$ cat config.mk
export PLATFORM = sky130hd
export DESIGN_NAME = ipc_hol_probe
export DESIGN_NICKNAME = d
export VERILOG_FILES = /design/src/rtl/ipc_pkg.sv /design/src/rtl/ipc_queue.sv /design/src/rtl/ipc_plane_sel.sv /design/src/rtl/ipc_slot_ctrl.sv /design/src/rtl/ipc_hol_probe.sv
export SDC_FILE = /design/constraint.sdc
export NUM_CORES = 1
export LEC_CHECK = 0
export ABC_AREA = 1
export BUFFER_PORTS_ARGS = -buffer_cell sky130_fd_sc_hd__buf_4
export CAP_MARGIN = 20
export CORE_UTILIZATION = 40
export CTS_BUF_LIST = sky130_fd_sc_hd__clkbuf_16
export DETAILED_ROUTE_END_ITERATION = 10
export GPL_TIMING_DRIVEN = 1
export PLACE_DENSITY = 0.55
export SLEW_MARGIN = 5
export SYNTH_ARGS = -nofsm -noshare
export SYNTH_HDL_FRONTEND = slang
export SYNTH_SLANG_ARGS = --single-unit
$ cat constraint.sdc
create_clock -name clk -period 3.5 [get_ports clk]
set_input_delay 0.525 -clock clk [delete_from_list [all_inputs] [get_ports clk]]
set_output_delay 0.525 -clock clk [all_outputs]
set_load 0.005 [all_outputs]
$ cat src/rtl/ipc_pkg.sv
package ipc_pkg;
  // Strobes from the slot controller to the queue datapath.
  typedef struct packed {
    logic push;     // store the offered cell
    logic pop;      // retire the head cell
    logic dropInc;  // queue full at arrival: count a loss
  } qStrobe_t;
endpackage

$ cat src/rtl/ipc_queue.sv
module ipc_queue
  import ipc_pkg::*;
#(
  parameter int CELL_W = 16,
  parameter int OUT_W  = 4,
  parameter int DEPTH  = 4,
  parameter int LOSS_W = 8
) (
  input  logic              clk,
  input  logic              rstN,
  input  qStrobe_t          strobe,
  input  logic [OUT_W-1:0]  wrOutlet,
  input  logic [CELL_W-1:0] wrPayload,
  output logic [OUT_W-1:0]  headOutlet,
  output logic [CELL_W-1:0] headPayload,
  output logic              empty,
  output logic              full,
  output logic [LOSS_W-1:0] lossCount
);
  localparam int AW = (DEPTH > 1) ? $clog2(DEPTH) : 1;
  localparam int CW = AW + 1;

  logic [OUT_W-1:0]  outletMem  [DEPTH];
  logic [CELL_W-1:0] payloadMem [DEPTH];
  logic [AW-1:0]     wrPtr, rdPtr;
  logic [CW-1:0]     level;

  // One register slot per entry, written when the write pointer selects it.
  for (genvar e = 0; e < DEPTH; e++) begin : g_entry
    always_ff @(posedge clk) begin
      if (strobe.push && (wrPtr == AW'(e))) begin
        outletMem[e]  <= wrOutlet;
        payloadMem[e] <= wrPayload;
      end
    end
  end

  always_ff @(posedge clk or negedge rstN) begin
    if (!rstN) begin
      wrPtr     <= '0;
      rdPtr     <= '0;
      level     <= '0;
      lossCount <= '0;
    end else begin
      if (strobe.push) wrPtr <= wrPtr + AW'(1);
      if (strobe.pop)  rdPtr <= rdPtr + AW'(1);
      level <= level + CW'(strobe.push) - CW'(strobe.pop);
      if (strobe.dropInc && (lossCount != '1)) lossCount <= lossCount + LOSS_W'(1);
    end
  end

  assign headOutlet  = outletMem[rdPtr];
  assign headPayload = payloadMem[rdPtr];
  assign empty       = (level == '0);
  assign full        = (level == CW'(DEPTH));
endmodule

$ cat src/rtl/ipc_plane_sel.sv
module ipc_plane_sel #(
  parameter int          PLANES     = 4,
  parameter int          HOME_PLANE = 2,
  parameter logic [15:0] SEED       = 16'hACE1,
  localparam int         PW         = $clog2(PLANES)
) (
  input  logic          clk,
  input  logic          rstN,
  input  logic          advance,
  input  logic          randomMode,
  output logic [PW-1:0] pick
);
  logic [15:0] lfsrQ;
  logic        feedback;

  assign feedback = lfsrQ[15] ^ lfsrQ[13] ^ lfsrQ[12] ^ lfsrQ[10];

  always_ff @(posedge clk or negedge rstN) begin
    if (!rstN)        lfsrQ <= SEED;
    else if (advance) lfsrQ <= {lfsrQ[14:0], feedback};
  end

  // K is a power of two, so the low bits are the register reduced modulo K.
  assign pick = randomMode ? lfsrQ[PW-1:0] : PW'(HOME_PLANE);
endmodule

$ cat src/rtl/ipc_slot_ctrl.sv
module ipc_slot_ctrl
  import ipc_pkg::*;
#(
  parameter int PLANES   = 4,
  parameter int PROBE_PH = 1,
  parameter int ACK_LAST = 4,
  parameter int DATA_PH  = 5,
  localparam int PW      = $clog2(PLANES),
  localparam int PH_W    = $clog2(DATA_PH + 2)
) (
  input  logic          clk,
  input  logic          rstN,
  input  logic          slotStart,
  input  logic          arrValid,
  input  logic          qEmpty,
  input  logic          qFull,
  input  logic          ackIn,
  input  logic [PW-1:0] planePick,
  output qStrobe_t      strobe,
  output logic          probeValid,
  output logic          cellValid,
  output logic [PW-1:0] planeQ,
  output logic          planeAdvance
);
  localparam logic [PH_W-1:0] PH_IDLE = '1;

  logic [PH_W-1:0] phaseQ;
  logic            probeSentQ;
  logic            ackSeenQ;
  logic            inAckWin;

  assign inAckWin   = (phaseQ > PH_W'(PROBE_PH)) && (phaseQ <= PH_W'(ACK_LAST));
  assign probeValid = (phaseQ == PH_W'(PROBE_PH)) && !qEmpty;
  assign cellValid  = (phaseQ == PH_W'(DATA_PH)) && ackSeenQ;

  always_ff @(posedge clk or negedge rstN) begin
    if (!rstN) begin
      phaseQ     <= PH_IDLE;
      probeSentQ <= 1'b0;
      ackSeenQ   <= 1'b0;
      planeQ     <= '0;
    end else if (slotStart) begin
      phaseQ     <= '0;
      probeSentQ <= 1'b0;
      ackSeenQ   <= 1'b0;
      planeQ     <= planePick;
    end else begin
      if (phaseQ != PH_IDLE) phaseQ <= phaseQ + PH_W'(1);
      if (probeValid) probeSentQ <= 1'b1;
      if (inAckWin && ackIn && probeSentQ) ackSeenQ <= 1'b1;
    end
  end

  always_comb begin
    strobe.push    = slotStart && arrValid && !qFull;
    strobe.dropInc = slotStart && arrValid && qFull;
    strobe.pop     = cellValid;
  end

  assign planeAdvance = slotStart;
endmodule

$ cat src/rtl/ipc_hol_probe.sv
module ipc_hol_probe
  import ipc_pkg::*;
#(
  parameter int          CELL_W     = 16,
  parameter int          OUT_W      = 4,
  parameter int          DEPTH      = 4,
  parameter int          PLANES     = 4,
  parameter int          HOME_PLANE = 2,
  parameter logic [15:0] SEED       = 16'hACE1,
  parameter int          LOSS_W     = 8,
  parameter int          PROBE_PH   = 1,
  parameter int          ACK_LAST   = 4,
  parameter int          DATA_PH    = 5,
  localparam int         PW         = $clog2(PLANES)
) (
  input  logic              clk,
  input  logic              rstN,
  input  logic              slotStart,
  input  logic              loadMode,
  input  logic              arrValid,
  input  logic [OUT_W-1:0]  arrOutlet,
  input  logic [CELL_W-1:0] arrPayload,
  output logic              probeValid,
  output logic [PW-1:0]     probePlane,
  output logic [OUT_W-1:0]  probeOutlet,
  input  logic              ackIn,
  output logic              cellValid,
  output logic [PW-1:0]     cellPlane,
  output logic [OUT_W-1:0]  cellOutlet,
  output logic [CELL_W-1:0] cellPayload,
  output logic [LOSS_W-1:0] lossCount
);
  qStrobe_t          strobe;
  logic              qEmpty, qFull, planeAdvance;
  logic [PW-1:0]     planePick, planeQ;
  logic [OUT_W-1:0]  headOutlet;
  logic [CELL_W-1:0] headPayload;

  ipc_plane_sel #(.PLANES(PLANES), .HOME_PLANE(HOME_PLANE), .SEED(SEED)) u_sel (
    .clk(clk), .rstN(rstN), .advance(planeAdvance), .randomMode(loadMode), .pick(planePick)
  );

  ipc_slot_ctrl #(.PLANES(PLANES), .PROBE_PH(PROBE_PH), .ACK_LAST(ACK_LAST),
                  .DATA_PH(DATA_PH)) u_ctrl (
    .clk(clk), .rstN(rstN), .slotStart(slotStart), .arrValid(arrValid),
    .qEmpty(qEmpty), .qFull(qFull), .ackIn(ackIn), .planePick(planePick),
    .strobe(strobe), .probeValid(probeValid), .cellValid(cellValid),
    .planeQ(planeQ), .planeAdvance(planeAdvance)
  );

  ipc_queue #(.CELL_W(CELL_W), .OUT_W(OUT_W), .DEPTH(DEPTH), .LOSS_W(LOSS_W)) u_queue (
    .clk(clk), .rstN(rstN), .strobe(strobe), .wrOutlet(arrOutlet), .wrPayload(arrPayload),
    .headOutlet(headOutlet), .headPayload(headPayload), .empty(qEmpty), .full(qFull),
    .lossCount(lossCount)
  );

  assign probePlane  = planeQ;
  assign probeOutlet = headOutlet;
  assign cellPlane   = planeQ;
  assign cellOutlet  = headOutlet;
  assign cellPayload = headPayload;
endmodule

==> results of run 1 <==
==> final cells by class <==
class	count	area (um2)	area share, %
timing repair buffer	70	526	8.65
sequential	118	3370	55.4
clock buffer	17	425	7.00
inverter	35	134	2.20
clock inverter	15	163	2.68
tap	143	179	2.95
multi-input combinational	243	1280	21.1
==> state kept, by name, indices dropped and copies added (netlist names), 3 cells and up <==
register,flops
u_ctrl.phaseQ,3
u_queue.outletMem,16
u_queue.payloadMem,64
u_queue.level,3
u_sel.lfsrQ,16
u_queue.lossCount,8
==> kinds of logic (layout without fill, tap and decap cells) <==
family	count (synthesis)	in the layout
AOI/OAI and AO/OA	84	84
adders and majority gates	12	12
DFF	118	118
buffers and inverters	56	137
and+or+nand+nor	135	135
xor gates and xnor gates	12	12
==> layer usage <==
metal | up-vias | share of wire [%] | track usage, %
met5 | - | 0 | 0
met3 | 6 | 6.1 | 5.78
li1 | 1553 | - | -
met2 | 83 | 49 | 25.3
met4 | 0 | 0.64 | 6.58
met1 | 1464 | 44 | 18.4
==> worst max path at each step <==
stage / startpoint / endpoint / slack, ps / depth (start not counted)
after floorplan: u_ctrl.phaseQ[1] / u_queue.level[2] / 1270 / 11
after global placement: u_ctrl.phaseQ[1] / u_queue.level[2] / 1240 / 11
after detailed placement: u_ctrl.phaseQ[1] / u_queue.level[2] / 1170 / 11
after CTS: u_queue.rdPtr[0] / probeOutlet[2] / 860 / 6
after global routing: u_queue.rdPtr[0] / cellOutlet[1] / 690 / 6
final: u_queue.rdPtr[0] / cellOutlet[0] / 930 / 6
==> stage by stage <==
| stage | cells | instance area (um2) | setup WS, ps | utilization [%] | hold WS, ps |
|---|---|---|---|---|---|
| after floorplan | 417 | 4880 | 1270 | - | 229 |
| after global placement | 609 | 5490 | 1240 | 47.0 | 458 |
| after detailed placement | 609 | 5490 | 1170 | 47.0 | 463 |
| after CTS | 641 | 6070 | 858 | 52.1 | 85.9 |
| after global routing | 641 | 6070 | 686 | 52.1 | 111 |
| final | 641 | 6070 | 929 | 52.1 | 79.2 |
==> cell usage in the layout (no fill, tap or decap), types with 2 or more instances in the layout <==
master / n
clkbuf_16: 17
ha_1: 11
o22ai_1: 20
nand2_1: 61
xor2_1: 8
o21ai_1: 3
clkinvlp_4: 4
a21oi_1: 2
nor2_1: 50
nand2_2: 4
nor2_4: 2
xnor2_1: 4
buf_4: 70
clkinv_1: 3
dfrtp_1: 27
dfstp_2: 11
clkinv_2: 2
nand3_1: 10
o21ai_0: 59
edfxtp_1: 80
nor2_2: 4
bufinv_16: 3
inv_1: 34
==> power by group <==
group          switching (mW)  total [mW]  leakage, nW  internal, mW
clock                   0.587        1.69        0.279          1.11
sequential              0.105        1.83         1.19          1.72
combinational           0.323       0.567        0.983         0.244
total                    1.02        4.09         2.45          3.07
==> flow_metrics.py, run 1 <==
metrics = {
    "synthesis": {
        "synthMuxAreaShare_pct": 0,
        "yosys.area.top_type_share_pct": 49.2,
        "synth_top_family_by_area": "simple AND/OR/NAND/NOR gates",
        "synth.most_common_cell": "edfxtp_1",
        "yosys.area_share.xor_xnor_pct": 2.15,
        "synth_compound_area_share_pct": 9.13,
        "synthCells": 417,
        "synth_simple_gate_area_share_pct": 11.5,
        "avgSynthCellArea_um2": 11.7,
        "yosys-top-cells-count": "edfxtp_1 (80), nand2_1 (61), o21ai_0 (59), nor2_1 (54), inv_1 (33)",
        "ys_types": 27,
        "yosysSeqAreaShare_pct": 69.0,
        "synth_area_leaders": "edfxtp_1 (49%), dfrtp_1 (14%), o21ai_0 (6.0%)",
        "synthArstFlopShare_pct": 32.2,
        "synth_area_mm2": 0.00488,
        "synth-main-ff-cell": "edfxtp_1",
        "yosys.area_share.adder_pct": 3.23,
        "yosysWarnings": 0,
        "synth_edf_count": 80,
        "syn_nets": 455,
        "ys_seq_elements": 118,
        "yosys.area.top_type": "edfxtp_1",
    },
    "hold_path": {
        "hp-class": "primary input to async pin",
    },
    "global_route": {
        "gr-total-overflow": 0,
        "antenna_found_initial": 0,
        "grt_max_degree": 42,
        "grt_pass1_vias": 3050,
        "grt_pass1_wl_um": 14600,
        "grtUsageTotal_pct": 15.5,
    },
    "setup_path": {
        "cp_slowest_cell": "buf_4",
        "rr_startpoint": "u_ctrl.phaseQ[1]",
        "required_ps": 2970,
        "cp-end-kind": "output pin",
        "path_max_fanout": 41,
        "cpMostUsedCell": "buf_4",
        "ff2ff_setup_slack_ps": 1170,
        "cp_cell_sequence": "buf_4 > inv_1 > buf_4 > o21ai_0 > o22ai_1 > buf_4",
        "critPathMaxStageDelay_ps": 370,
        "start_kind": "register",
        "r2r-end": "u_queue.level[2]",
        "crit_type": "register to output pin",
        "cp_num_buf_inv": 4,
        "ff2ff_path_depth": 11,
        "arrival_ps": 2050,
        "critPathTopFamily": "buffers and inverters",
    },
    "outcome": {
        "status": "completed",
    },
    "timing": {
        "fin_crit_sh_pct": 73.5,
        "fin_skew_ps": 6.34,
        "worstMarginPinSlew_ps": 656,
        "fin_crit_ps": 2570,
        "finalSetupTns_ps": 0,
        "rsz0062_at_grt": "false",
        "slew_headroom_pct": 56.2,
        "hold_viol": 0,
        "setup_viol": 0,
        "drv_slew": 0,
        "fmaxAchievable_mhz": 389,
    },
    "die": {
        "initial_core_util_pct": 41.9,
        "core_area_mm2": 0.0117,
        "die_area_mm2": 0.0126,
        "ioPinCount": 64,
        "die_h_um": 112,
        "rows": 39,
        "die_w_um": 112,
    },
    "cells_and_area": {
        "nets": 523,
        "drive_gt1_share_pct": 24.9,
        "diodes": 0,
        "num-fill-cells": 1026,
        "syn_to_final_growth_pct": 24.5,
    },
    "drt": {
        "drtAntennaViolNets": 0,
        "drt-pass1-iter-count": 4,
        "routed_wirelength_um": 8960,
        "drc_errors": 0,
        "wl_per_cell_um": 14.0,
        "drt_iter0_markers": 140,
        "num_vias": 3106,
        "avgViaCountPerCell": 4.85,
    },
    "pwr": {
        "p_leak_nw": 2.45,
        "p_per_area_mw_per_mm2": 673,
        "power_mw": 4.09,
        "ir_drop_mv": 0.380,
    },
    "job": {
        "drv_cap": 0,
    },
    "clock_network": {
        "cts_sinks": 118,
        "cts_max_level": 4,
        "clockBufferDepth": 2,
        "numCtsBuffers": 17,
        "tritoncts": "built",
        "insertion_delay_ps": 410,
        "holdBufCountCts": 0,
        "cts_setup_buffers": 0,
        "clock-root-buffer": "clkbuf_16",
        "cts.clk_slew.worst_paths_ps": 50,
        "cts_resized": 0,
    },
    "placed_design": {
        "gp_congestion": 0.742,
        "portBuffers": 63,
        "hpwl_um": 5300,
    },
}
(Power assumes the default switching activity.)
==> run 2, diff against run 1 <==
--- a/config.mk
+++ b/config.mk
@@ -12,7 +12,7 @@
 export CTS_BUF_LIST = sky130_fd_sc_hd__clkbuf_16
 export DETAILED_ROUTE_END_ITERATION = 10
 export GPL_TIMING_DRIVEN = 1
-export PLACE_DENSITY = 0.55
+export PLACE_DENSITY = 0.57
 export SLEW_MARGIN = 5
 export SYNTH_ARGS = -nofsm -noshare
 export SYNTH_HDL_FRONTEND = slang
==> constraint.sdc (replaced) <==
create_clock -name clk -period 2.15 [get_ports clk]
set_input_delay 0.3225 -clock clk [delete_from_list [all_inputs] [get_ports clk]]
set_output_delay 0.3225 -clock clk [all_outputs]
set_load 0.005 [all_outputs]
==> run 2 against run 1 <==
  * Via count grew 0.71%
  * Sequential share of layout area down 1.5 points
  * Sequential power is 63% higher
  * Flip-flop and latch count did not move
  * Worst hold slack gained 40 ps
  * Core utilization is 1.5 points higher
  * Clock-buffer cell count unchanged
  * Die area did not move
  * Power grew 68%
  * Wire length grew 2.9%
  * Highest routed layer unchanged
  * Combinational power grew 74%
  * First-iteration DRC count is 25% higher
==> flow_metrics.py, run 2 (synthesized netlist as in run 1, its figures left out) <==
metrics = {
    "clock_network": {
        "clock-root-buffer": "clkbuf_16",
        "numCtsBuffers": 17,
        "cts.clk_slew.worst_paths_ps": 50,
        "cts_sinks": 118,
        "clockBufferDepth": 2,
        "tritoncts": "built",
        "insertion_delay_ps": 400,
        "cts_max_level": 4,
    },
    "setup_path": {
        "start_kind": "register",
        "crit_type": "register to register",
        "required_ps": 2430,
        "path_max_fanout": 3,
        "arrival_ps": 2350,
        "cp-end-kind": "register",
    },
    "cells_and_area": {
        "reg_top3": "u_queue.payloadMem (64), u_queue.outletMem (16), u_sel.lfsrQ (16)",
        "postLayoutCellArea_mm2": 0.00625,
        "nets": 534,
        "final_cell_mix": "edfxtp_1 (80), buf_4 (78), nand2_1 (61)",
        "largest_reg_flops": 64,
        "diodes": 0,
        "syn_to_final_growth_pct": 28.0,
        "largest_register": "u_queue.payloadMem",
        "layout.cells.most_common": "edfxtp_1",
        "drive_gt1_share_pct": 27.7,
    },
    "timing": {
        "hold_viol": 0,
        "worstMarginPinSlew_ps": 489,
        "setup_viol": 0,
        "rsz0062_at_grt": "false",
        "slew_headroom_pct": 67.4,
        "setup_slack_ps": 85.3,
        "finalSetupTns_ps": 0,
        "drv_slew": 0,
        "fmaxAchievable_mhz": 484,
        "fin_crit_sh_pct": 96.0,
        "fin_skew_ps": 8.99,
        "fin_crit_ps": 2060,
    },
    "global_route": {
        "grt_pass1_wl_um": 15000,
        "grtUsageTotal_pct": 15.7,
        "grt_max_degree": 39,
        "grt_pass1_vias": 3015,
        "antenna_found_initial": 0,
        "gr-total-overflow": 0,
    },
    "placed_design": {
        "hpwl_um": 5840,
        "gp_congestion": 0.760,
        "place_ws_ps": 6.37,
        "postPlaceCellArea_mm2": 0.00558,
        "portBuffers": 63,
    },
    "drt": {
        "routed_wirelength_um": 9210,
        "drc_errors": 0,
        "wl_per_cell_um": 14.1,
        "drt-pass1-iter-count": 4,
        "num_vias": 3128,
        "drtAntennaViolNets": 0,
        "drt_iter0_markers": 175,
        "avgViaCountPerCell": 4.80,
    },
    "die": {
        "initial_core_util_pct": 41.9,
        "die_h_um": 112,
        "die_area_mm2": 0.0126,
        "die_w_um": 112,
        "ioPinCount": 64,
        "core_area_mm2": 0.0117,
        "rows": 39,
    },
    "job": {
        "drv_cap": 0,
    },
    "hold_path": {
        "hp-class": "primary input to register",
    },
    "pwr": {
        "clockPowerShare_pct": 42.0,
        "p_leak_nw": 2.53,
        "p_comb_share_pct": 14.4,
        "p_per_area_mw_per_mm2": 1100,
        "swShare_pct": 24.7,
        "ir_drop_mv": 0.638,
        "power_frac_seq_pct": 43.6,
        "p_sw_mw": 1.69,
        "power.internal_mw": 5.17,
    },
    "outcome": {
        "status": "completed",
    },
}
run 2: changes by cell type in the layout (fill, tap and decap cells not counted), sizes merged:
cell	before	now
buf	70	80
clkinvlp	4	2
bufinv	3	4
clkinv	6	7
dlygate4sd3	0	1
run 2: per-layer routing:
metal / track usage [%] / routed length (um) / vias to the layer above
met2: 25.7 / 4530 / 61
met3: 4.32 / 394 / 8
met5: 0 / 0 / -
met4: 6.67 / 91 / 0
met1: 19.7 / 4200 / 1480
li1: - / - / 1579
run 2: final timing paths:
path	startpoint	end	slack, ps	cells past startpoint
hold / removal	arrPayload[5]	u_queue.payloadMem[3][5]	120	1
setup reg to reg	u_ctrl.phaseQ[0]	u_queue.level[2]	90	10
max in group asynchronous	rstN	u_sel.lfsrQ[15]	1360	2
hold reg to reg	u_sel.lfsrQ[0]	u_sel.lfsrQ[0]	470	2
min in group asynchronous	rstN	u_sel.lfsrQ[2]	430	2
setup / recovery	u_ctrl.phaseQ[0]	u_queue.level[2]	90	10
run 2: critical path, cell delays in order, from the launching register on:
cell     delay, ps
dfstp_2        560
ha_4           170
nand3_4         80
inv_2           80
ha_4           190
inv_1           50
ha_1           120
inv_1           50
fa_2           370
xnor2_2        140
xor2_1         140
run 2: repair_timing:
item / 4_1_cts / 5_1_grt
setup endpoints to repair: 0 / 4
endpoints found under the hold margin: 27 / 0
hold buffers: 1 / 0
resized for setup: 0 / 7
setup buffers: 0 / 0
run 2: cell type report:
type	count	area (um2)
Inverter	35	134
Multi-Input combinational cell	243	1330
Sequential cell	118	3370
Clock buffer	17	425
Clock inverter	15	186
Tap cell	143	179
Timing Repair Buffer	81	627
Fill cell	998	5420
run 2: stage by stage:
| step | total power, mW | utilization [%] | hold slack, ps | std cells |
|---|---|---|---|---|
| 5_1_grt | 7.20 | 53.6 | 107 | 652 |
| 4_1_cts | 6.91 | 53.2 | 107 | 652 |
| 3_5_place_dp | 4.00 | 47.9 | 319 | 619 |
| 6_report | 6.87 | 53.6 | 119 | 652 |
| 2_1_floorplan | 3.57 | - | 26.9 | 417 |
| 3_3_place_gp | 3.97 | 47.9 | 321 | 619 |
run 2: power groups by stage:
stage	Sequential (mW)	Clock, mW	Combinational (mW)
2_1_floorplan	3.00	0	0.579
3_3_place_gp	3.01	0	0.955
3_5_place_dp	3.02	0	0.979
4_1_cts	2.99	2.94	0.979
5_1_grt	3.03	3.04	1.13
6_report	2.99	2.89	0.986
